$ cat src/rtl/hce_pkg.sv
package hce_pkg;
   typedef enum logic {
      HCE_NAK  = 1'b0,
      HCE_DATA = 1'b1
   } hce_resp_e;

   function automatic int hce_cnt_width(input int frame_len);
      return (frame_len <= 2) ? 1 : $clog2(frame_len);
   endfunction
endpackage

$ cat src/rtl/hce_frame_timer.sv
module hce_frame_timer #(
   parameter int FRAME_LEN  = 12000,
   parameter int EOF2_POINT = 11990
) (
   input  logic clk,
   input  logic rst_n,
   input  logic bit_en,
   input  logic sof_rx,
   output logic eof2_stb
);
   localparam int CW = hce_pkg::hce_cnt_width(FRAME_LEN);
   localparam logic [CW-1:0] LAST_CNT = CW'(FRAME_LEN - 1);
   localparam logic [CW-1:0] EOF2_CNT = CW'(EOF2_POINT);

   if (FRAME_LEN < 2) begin : g_bad_len
      $error("FRAME_LEN must be at least 2");
   end
   if (EOF2_POINT >= FRAME_LEN || EOF2_POINT < 0) begin : g_bad_eof2
      $error("EOF2_POINT must lie inside the frame");
   end

   logic [CW-1:0] cnt_q;

   always_ff @(posedge clk or negedge rst_n) begin
      if (!rst_n) begin
         cnt_q <= '0;
      end else if (sof_rx) begin
         cnt_q <= '0;
      end else if (bit_en) begin
         cnt_q <= (cnt_q == LAST_CNT) ? '0 : cnt_q + 1'b1;
      end
   end

   assign eof2_stb = bit_en && !sof_rx && (cnt_q == EOF2_CNT);

   // a start-of-frame token restarts the count
   a_r1_sof_restart : assert property (@(posedge clk) disable iff (!rst_n)
      sof_rx |=> (cnt_q == '0));
   // no enable, no progress
   a_r1_stall : assert property (@(posedge clk) disable iff (!rst_n)
      (!bit_en && !sof_rx) |=> $stable(cnt_q));
   // wrap at the end of the frame
   a_r8_wrap : assert property (@(posedge clk) disable iff (!rst_n)
      (bit_en && !sof_rx && cnt_q == LAST_CNT) |=> (cnt_q == '0));
endmodule

$ cat src/rtl/hce_change_map.sv
module hce_change_map #(
   parameter int NUM_PORTS = 4,
   parameter int MAP_W     = 8
) (
   input  logic                 clk,
   input  logic                 rst_n,
   input  logic                 eof2_stb,
   input  logic                 configured,
   input  logic                 hub_chg,
   input  logic [NUM_PORTS-1:0] port_chg,
   output logic [MAP_W-1:0]     bitmap
);
   if (NUM_PORTS < 1 || NUM_PORTS + 1 > MAP_W) begin : g_bad_ports
      $error("NUM_PORTS must be 1..MAP_W-1");
   end

   logic [MAP_W-1:0] flags_now;

   for (genvar b = 0; b < MAP_W; b++) begin : g_bit
      if (b == 0) begin : g_hub
         assign flags_now[b] = hub_chg;
      end else if (b <= NUM_PORTS) begin : g_port
         assign flags_now[b] = port_chg[b-1];
      end else begin : g_rsvd
         assign flags_now[b] = 1'b0;
      end
   end

   always_ff @(posedge clk or negedge rst_n) begin
      if (!rst_n) begin
         bitmap <= '0;
      end else if (!configured) begin
         bitmap <= '0;
      end else if (eof2_stb) begin
         bitmap <= flags_now;
      end
   end

   // the bitmap only moves at the sampling point
   a_r2_hold_between : assert property (@(posedge clk) disable iff (!rst_n)
      (configured && !eof2_stb) |=> $stable(bitmap));
   // unconfigured hub keeps an empty bitmap
   a_r7_empty_unconf : assert property (@(posedge clk) disable iff (!rst_n)
      !configured |=> (bitmap == '0));
endmodule

$ cat src/rtl/hce_in_responder.sv
module hce_in_responder #(
   parameter int NUM_PORTS = 4,
   parameter int MAP_W     = 8
) (
   input  logic             clk,
   input  logic             rst_n,
   input  logic             configured,
   input  logic [MAP_W-1:0] bitmap,
   input  logic             in_tok,
   input  logic             ack_rx,
   output logic             resp_valid,
   output logic             resp_data,
   output logic [MAP_W-1:0] payload,
   output logic             toggle
);
   import hce_pkg::*;

   hce_resp_e kind_now;
   logic      ack_pend_q;

   always_comb begin
      kind_now = (configured && (|bitmap[NUM_PORTS:0])) ? HCE_DATA : HCE_NAK;
   end

   always_ff @(posedge clk or negedge rst_n) begin
      if (!rst_n) begin
         resp_valid <= 1'b0;
         resp_data  <= 1'b0;
         payload    <= '0;
      end else begin
         resp_valid <= in_tok;
         if (in_tok) begin
            resp_data <= (kind_now == HCE_DATA);
            payload   <= (kind_now == HCE_DATA) ? bitmap : '0;
         end
      end
   end

   always_ff @(posedge clk or negedge rst_n) begin
      if (!rst_n) begin
         ack_pend_q <= 1'b0;
         toggle     <= 1'b0;
      end else if (!configured) begin
         ack_pend_q <= 1'b0;
         toggle     <= 1'b0;
      end else if (in_tok) begin
         ack_pend_q <= (kind_now == HCE_DATA);
      end else if (ack_rx) begin
         ack_pend_q <= 1'b0;
         if (ack_pend_q) toggle <= ~toggle;
      end
   end

   // a non-empty bitmap on a configured hub yields DATA next cycle
   a_r5_data_resp : assert property (@(posedge clk) disable iff (!rst_n)
      (in_tok && configured && (|bitmap[NUM_PORTS:0])) |=> (resp_valid && resp_data));
   // a NAK carries no payload
   a_r4_nak_empty : assert property (@(posedge clk) disable iff (!rst_n)
      (resp_valid && !resp_data) |-> (payload == '0));
   // no DATA out of an unconfigured hub
   a_r7_nak_unconf : assert property (@(posedge clk) disable iff (!rst_n)
      !configured |=> !(resp_valid && resp_data));
   // toggle is DATA0 while unconfigured
   a_r9_toggle_clear : assert property (@(posedge clk) disable iff (!rst_n)
      !configured |=> !toggle);
   // toggle moves only on a handshake
   a_r9_toggle_on_ack : assert property (@(posedge clk) disable iff (!rst_n)
      (configured && !ack_rx) |=> $stable(toggle));
endmodule

$ cat src/rtl/hub_chg_intr_ep.sv
module hub_chg_intr_ep #(
   parameter int NUM_PORTS  = 4,
   parameter int MAP_W      = 8,
   parameter int FRAME_LEN  = 12000,
   parameter int EOF2_POINT = 11990
) (
   input  logic                 clk,
   input  logic                 rst_n,
   input  logic                 bit_en,
   input  logic                 sof_rx,
   input  logic                 configured,
   input  logic                 hub_chg,
   input  logic [NUM_PORTS-1:0] port_chg,
   input  logic                 in_tok,
   input  logic                 ack_rx,
   output logic                 resp_valid,
   output logic                 resp_data,
   output logic [MAP_W-1:0]     payload,
   output logic                 toggle
);
   logic             eof2_stb;
   logic [MAP_W-1:0] bitmap;

   hce_frame_timer #(
      .FRAME_LEN (FRAME_LEN),
      .EOF2_POINT(EOF2_POINT)
   ) i_timer (
      .clk     (clk),
      .rst_n   (rst_n),
      .bit_en  (bit_en),
      .sof_rx  (sof_rx),
      .eof2_stb(eof2_stb)
   );

   hce_change_map #(
      .NUM_PORTS(NUM_PORTS),
      .MAP_W    (MAP_W)
   ) i_map (
      .clk       (clk),
      .rst_n     (rst_n),
      .eof2_stb  (eof2_stb),
      .configured(configured),
      .hub_chg   (hub_chg),
      .port_chg  (port_chg),
      .bitmap    (bitmap)
   );

   hce_in_responder #(
      .NUM_PORTS(NUM_PORTS),
      .MAP_W    (MAP_W)
   ) i_resp (
      .clk       (clk),
      .rst_n     (rst_n),
      .configured(configured),
      .bitmap    (bitmap),
      .in_tok    (in_tok),
      .ack_rx    (ack_rx),
      .resp_valid(resp_valid),
      .resp_data (resp_data),
      .payload   (payload),
      .toggle    (toggle)
   );

   // bits above the port range never leave the block set
   a_r3_rsvd_zero : assert property (@(posedge clk) disable iff (!rst_n)
      resp_valid |-> (payload[MAP_W-1:NUM_PORTS+1] == '0));
   // one response per token
   a_r5_one_resp : assert property (@(posedge clk) disable iff (!rst_n)
      !in_tok |=> !resp_valid);
endmodule

$ cat config.mk
export PLATFORM = sky130hd
export DESIGN_NAME = hub_chg_intr_ep
export DESIGN_NICKNAME = d
export VERILOG_FILES = /design/src/rtl/hce_pkg.sv /design/src/rtl/hce_frame_timer.sv /design/src/rtl/hce_change_map.sv /design/src/rtl/hce_in_responder.sv /design/src/rtl/hub_chg_intr_ep.sv
export SDC_FILE = /design/constraint.sdc
export NUM_CORES = 1
export LEC_CHECK = 0
export BUFFER_PORTS_ARGS = -buffer_cell sky130_fd_sc_hd__buf_2
export CORE_MARGIN = 1
export CORE_UTILIZATION = 51
export DETAILED_ROUTE_END_ITERATION = 10
export PLACE_DENSITY = 0.75
export SLEW_MARGIN = 20
export SYNTH_ARGS = -nofsm -noshare
export SYNTH_HDL_FRONTEND = slang
export SYNTH_HIERARCHICAL = 1
export SYNTH_SLANG_ARGS = --single-unit
$ cat constraint.sdc
create_clock -name clk -period 1.65 [get_ports clk]
set_input_delay 0.2475 -clock clk [delete_from_list [all_inputs] [get_ports clk]]
set_output_delay 0.2475 -clock clk [all_outputs]
set_load 0.01 [all_outputs]
# Word-level counts from Yosys, hierarchy flattened
# Cells that the tools add are included.
# word_totals
register_bits	34
wordCells	37
# classes
add_sub_neg	1
n_eq_ne	7
muxes	14
bitwise	1
n_reduce_logical	7
# ops
cell	n
14-bit two-way mux	3
14-bit equality test (second input constant)	2
8-bit two-way mux	3
14-bit by 1-bit adder with 14-bit output (second input constant)	1
1-bit two-way mux	8
2-bit by 1-bit inequality test with 1-bit output (second input constant)	3
5-bit OR reduction	1
1-bit logical AND	3
3-bit by 1-bit inequality test with 1-bit output (second input constant)	1
3-bit AND reduction	1
2-bit inequality test (second input constant)	1
2-bit nonzero test	1
1-bit logical NOT	1
1-bit inverter	1

# Logic depth before layout (Yosys ltp)
# depth
word_depth	5
mapped_depth	7

# Modules after synthesis
# The synthesis kept the hierarchy.
# by_module_without_submodules
mod	instances	cells_per_inst	area_each_um2
hce_frame_timer	1	104	940.9
hce_in_responder	1	51	508.0
hce_change_map	1	20	244.0

# Least setup slack after synthesis
# Ideal clock, no wire load.
# synth_timing
kind	register to register
startpoint	register i_timer.cnt_q[8]
endpoint	register i_map.bitmap[0]
t_arrival_ps	1600
required_ps	1530
path_slack_ps	-70
stages_incl_launch_ff	8
path_buffers	1
cell_sequence	dfrtp_1 -> nand4bb_4 -> nor3_4 -> nand3_1 -> nor3b_1 -> buf_6 -> mux2i_1 -> nor2b_1
# synth_between
elab_chain_cells	3
# synth_rtl
element	line	rtl
from (decl)	hce_frame_timer.sv:22	logic [CW-1:0] cnt_q;
from (signal assigned)	hce_frame_timer.sv:30	cnt_q <= (cnt_q == LAST_CNT) ? '0 : cnt_q + 1'b1;
14-bit equality test	hce_frame_timer.sv:34	assign eof2_stb = bit_en && !sof_rx && (cnt_q == EOF2_CNT);
1-bit logical AND	hce_frame_timer.sv:34	
net eof2_stb	hub_chg_intr_ep.sv:21	logic eof2_stb;
2-bit by 1-bit inequality test with 1-bit output (no line)	--	
to (signal assigned)	hce_change_map.sv:35	bitmap <= flags_now;
to (decl)	hce_change_map.sv:11	output logic [MAP_W-1:0] bitmap
# The timed path passes the listed nets, and every way through them passes these cells.
# A chain may end at the register's enable or synchronous reset.

# Worst setup path in the final report
# layout_timing
startpoint	register i_timer.cnt_q[8]
endpoint	register i_map.bitmap[2]
# The elaborated chain is that of the path after synthesis.

==> metrics.yaml <==
floorplan:
  row_count: 20
  ioPinCount: 23
  die_w_um: 59.6
  dieArea_mm2: 0.00355
  start_util_pct: 54.6
  core-area_mm2: 0.00310
  die_h_um: 59.6
layout:
  area_growth_pct: 22.5
  fillCellCount: 273
  multi_input_area_um2: 843
  seq_area_um2: 777
  final_layout_size_suffix_gt1_share_pct: 27.8
  finalNetCount: 229
  diodes: 0
global_route:
  grt_max_degree: 32
  grt_pass1_wl_mm: 6.13
  grt.overflow.total: 0
  antenna_found_initial: 0
  grt_pass1_vias: 1384
  grt_usage_pct: 23.9
min_path:
  min_path_cells: 3
  hold_end: "i_map/bitmap[4]"
  hp-class: "primary input to flop"
  min-delay-start: "port_chg[3]"
routing:
  first_iter_violations: 51
  via_count: 1495
  totalWireLength_mm: 3.70
  viasPerCell: 5.75
  ant_nets: 0
  drc: 0
  wl_per_cell_um: 14.2
  drt-pass1-iter-count: 4
logic_synthesis:
  async_flop_share_pct: 100
  syn-cell-area_mm2: 0.00169
  syn_avg_cell_area_um2: 9.67
  synth-seq-cells: 31
  yosysSeqAreaShare_pct: 45.8
  syn_inst: 175
  yosys_warnings: 6
  yosysUniqueCellTypes: 46
  synth-edff-count: 0
  synthFlopType: "dfrtp_1"
worst_setup_path:
  cp-start-kind: "flop"
  reg2reg_from: "i_timer/cnt_q[8]"
  critPathMaxFanout: 5
  reg2reg_depth: 7
  reg2reg_to: "i_map/bitmap[2]"
  end_kind: "flop"
  path_class: "flop to flop"
  rrSetupSlack_ps: 70
  required_ps: 1890
  cp_data_arrival_time_ps: 1810
placement:
  numPortBuffers: 22
  place.gp.congestion: 0.873
  dp_slack_ps: 34.8
  hpwl_mm: 2.63
sta:
  setup_viol: 0
  fmax_mhz: 634
  relSlewSlack_pct: 54.0
  drv_slew: 0
  finalHoldViolations: 0
  finClkSkew_ps: 7.20
  rsz0062_at_grt: "yes"
  fin_setup_tns_ps: 0
  fin_crit_sh_pct: 95.5
  worst_slack_ps: 73.8
  period_needed_ps: 1580
  tightest_slew_ps: 690
pwr:
  ir_worst_vdd_mv: 0.449
  leakagePower_nw: 0.903
  powerDensity_mw_per_mm2: 779
run_status:
  outcome: "finished, final reports clean"
clocking:
  clock-sinks: 31
  cts_buffers: 5
  clk_latency_ps: 340
  postCtsSetupBuffers: 0
  clk_pin_slew_ps: 100
  clockBufferDepth: 2
  root_buffer: "clkbuf_4"
  cts_tree: "done"
  h-tree-depth: 2
flow_run:
  drv_cap: 0
[worst max path at each step]
stage	to	start	slack, ps
final	i_map/bitmap[2]	i_timer/cnt_q[8]	70
after global routing	i_map/bitmap[3]	i_timer/cnt_q[8]	-50
after CTS	i_map/bitmap[2]	i_timer/cnt_q[12]	10
after detailed placement	i_map/bitmap[2]	i_timer/cnt_q[12]	30
after global placement	i_map/bitmap[3]	i_timer/cnt_q[12]	70
after floorplan	i_map/bitmap[0]	i_timer/cnt_q[8]	-70
[metrics by stage]
step / total power [mW] / area (um^2) / util, % / hold WS, ps / cells
2_1_floorplan: 0.837 / 1710 / - / -48.1 / 177
3_3_place_gp: 0.881 / 1940 / 62.6 / 321 / 251
3_5_place_dp: 0.884 / 1940 / 62.6 / 330 / 251
4_1_cts: 1.64 / 2050 / 66.2 / 150 / 260
5_1_grt: 1.69 / 2070 / 66.8 / 173 / 260
6_report: 1.61 / 2070 / 66.8 / 169 / 260
[cell usage in the layout, fill, tap and decap left out, types with 2 or more instances in the layout]
| cell type | Yosys | final |
|---|---|---|
| nor3_1 | 2 | 2 |
| nor2_1 | 5 | 5 |
| nand4_1 | 3 | 3 |
| nand3_1 | 11 | 10 |
| a211oi_1 | 2 | 2 |
| nand3_2 | 1 | 2 |
| clkbuf_4 | 0 | 5 |
| o21ai_4 | 1 | 2 |
| nor2b_1 | 6 | 6 |
| bufinv_16 | 0 | 2 |
| or3_1 | 4 | 4 |
| mux2i_1 | 5 | 4 |
| o22ai_1 | 4 | 4 |
| a2111o_1 | 3 | 3 |
| nand2b_1 | 2 | 2 |
| and3_1 | 3 | 3 |
| o21ai_0 | 10 | 10 |
| a221oi_1 | 2 | 2 |
| buf_2 | 3 | 22 |
| or2_2 | 2 | 2 |
| nand2_1 | 22 | 22 |
| conb_1 | 1 | 3 |
| a21o_1 | 4 | 4 |
| inv_1 | 13 | 13 |
| dfrtp_1 | 31 | 30 |
| and4_1 | 4 | 4 |
| o211ai_1 | 5 | 5 |
| a311oi_1 | 2 | 2 |
| buf_4 | 3 | 17 |
[cell type report]
class / instances / share of cell area (%)
clock buffer: 6 / 1.99
clock inverter: 2 / 2.90
inverter: 13 / 2.35
multi-input combinational: 124 / 40.7
sequential: 31 / 37.5
tap: 44 / 2.66
timing repair buffer: 40 / 11.9
[cell families after synthesis]
kind of cell	after synthesis	synth area share [%]
AOI/OAI and AO/OA	40	17.3
xor gates and xnor gates	2	1.03
adders and majority gates	2	1.48
buffers and inverters	22	6.21
DFF	31	45.8
muxes	5	2.96
other	1	0.222
and+or+nand+nor	72	25.0
[flip-flops by register name, summed over array words and instances, names as in the netlist]
| name | cells |
|---|---|
| i_resp/payload | 8 |
| i_map/bitmap | 5 |
| i_resp/toggle | 1 |
| i_resp/resp_valid | 1 |
| i_resp/resp_data | 1 |
| i_timer/cnt_q | 14 |
| i_resp/ack_pend_q | 1 |
[cell usage after synthesis (all sizes together), types with 3 or more instances]
cell type	number	area [um^2]
o21ai	13	80.1
or3	4	25.0
nor2	6	25.0
a2111o	3	33.8
o22ai	4	25.0
nor3	3	26.3
o211ai	5	37.5
nand2	22	82.6
a21o	4	30.0
and3	3	18.8
and4	4	35.0
mux2i	5	50.1
nor2b	6	37.5
buf	7	48.8
inv	13	48.8
nand3	12	65.1
nand4	3	18.8
dfrtp	31	776
[what timing repair did]
item                       in CTS  in global routing
resized for setup               0                  5
hold buffers                    1                  0
hold endpoints to repair       31                  0
setup endpoints to repair       0                 12
[worst max-delay path: stages (launching register included)]
cell	delay (ps)
dfrtp_1	390
nand4bb_4	240
nor3_4	160
nand3_2	90
nor3b_2	150
buf_4	180
mux2i_2	210
nor2b_1	60
[metal layers]
| layer | share of wire (%) | up-vias | GRT usage [%] | wire length, um |
|---|---|---|---|---|
| li1 | - | 706 | - | - |
| met1 | 42 | 714 | 29.4 | 1560 |
| met2 | 47 | 68 | 38.5 | 1740 |
| met3 | 9.1 | 7 | 8.08 | 337 |
| met4 | 1.8 | 0 | 9.97 | 65 |
| met5 | 0 | - | 0 | 0 |
[power by group]
group | switching (mW) | internal [mW] | leakage (nW)
combinational | 0.0646 | 0.0355 | 0.424
sequential | 0.00645 | 0.766 | 0.428
clock | 0.269 | 0.473 | 0.0525
total | 0.340 | 1.27 | 0.903
Note: power is estimated with default switching activity, not from simulation.
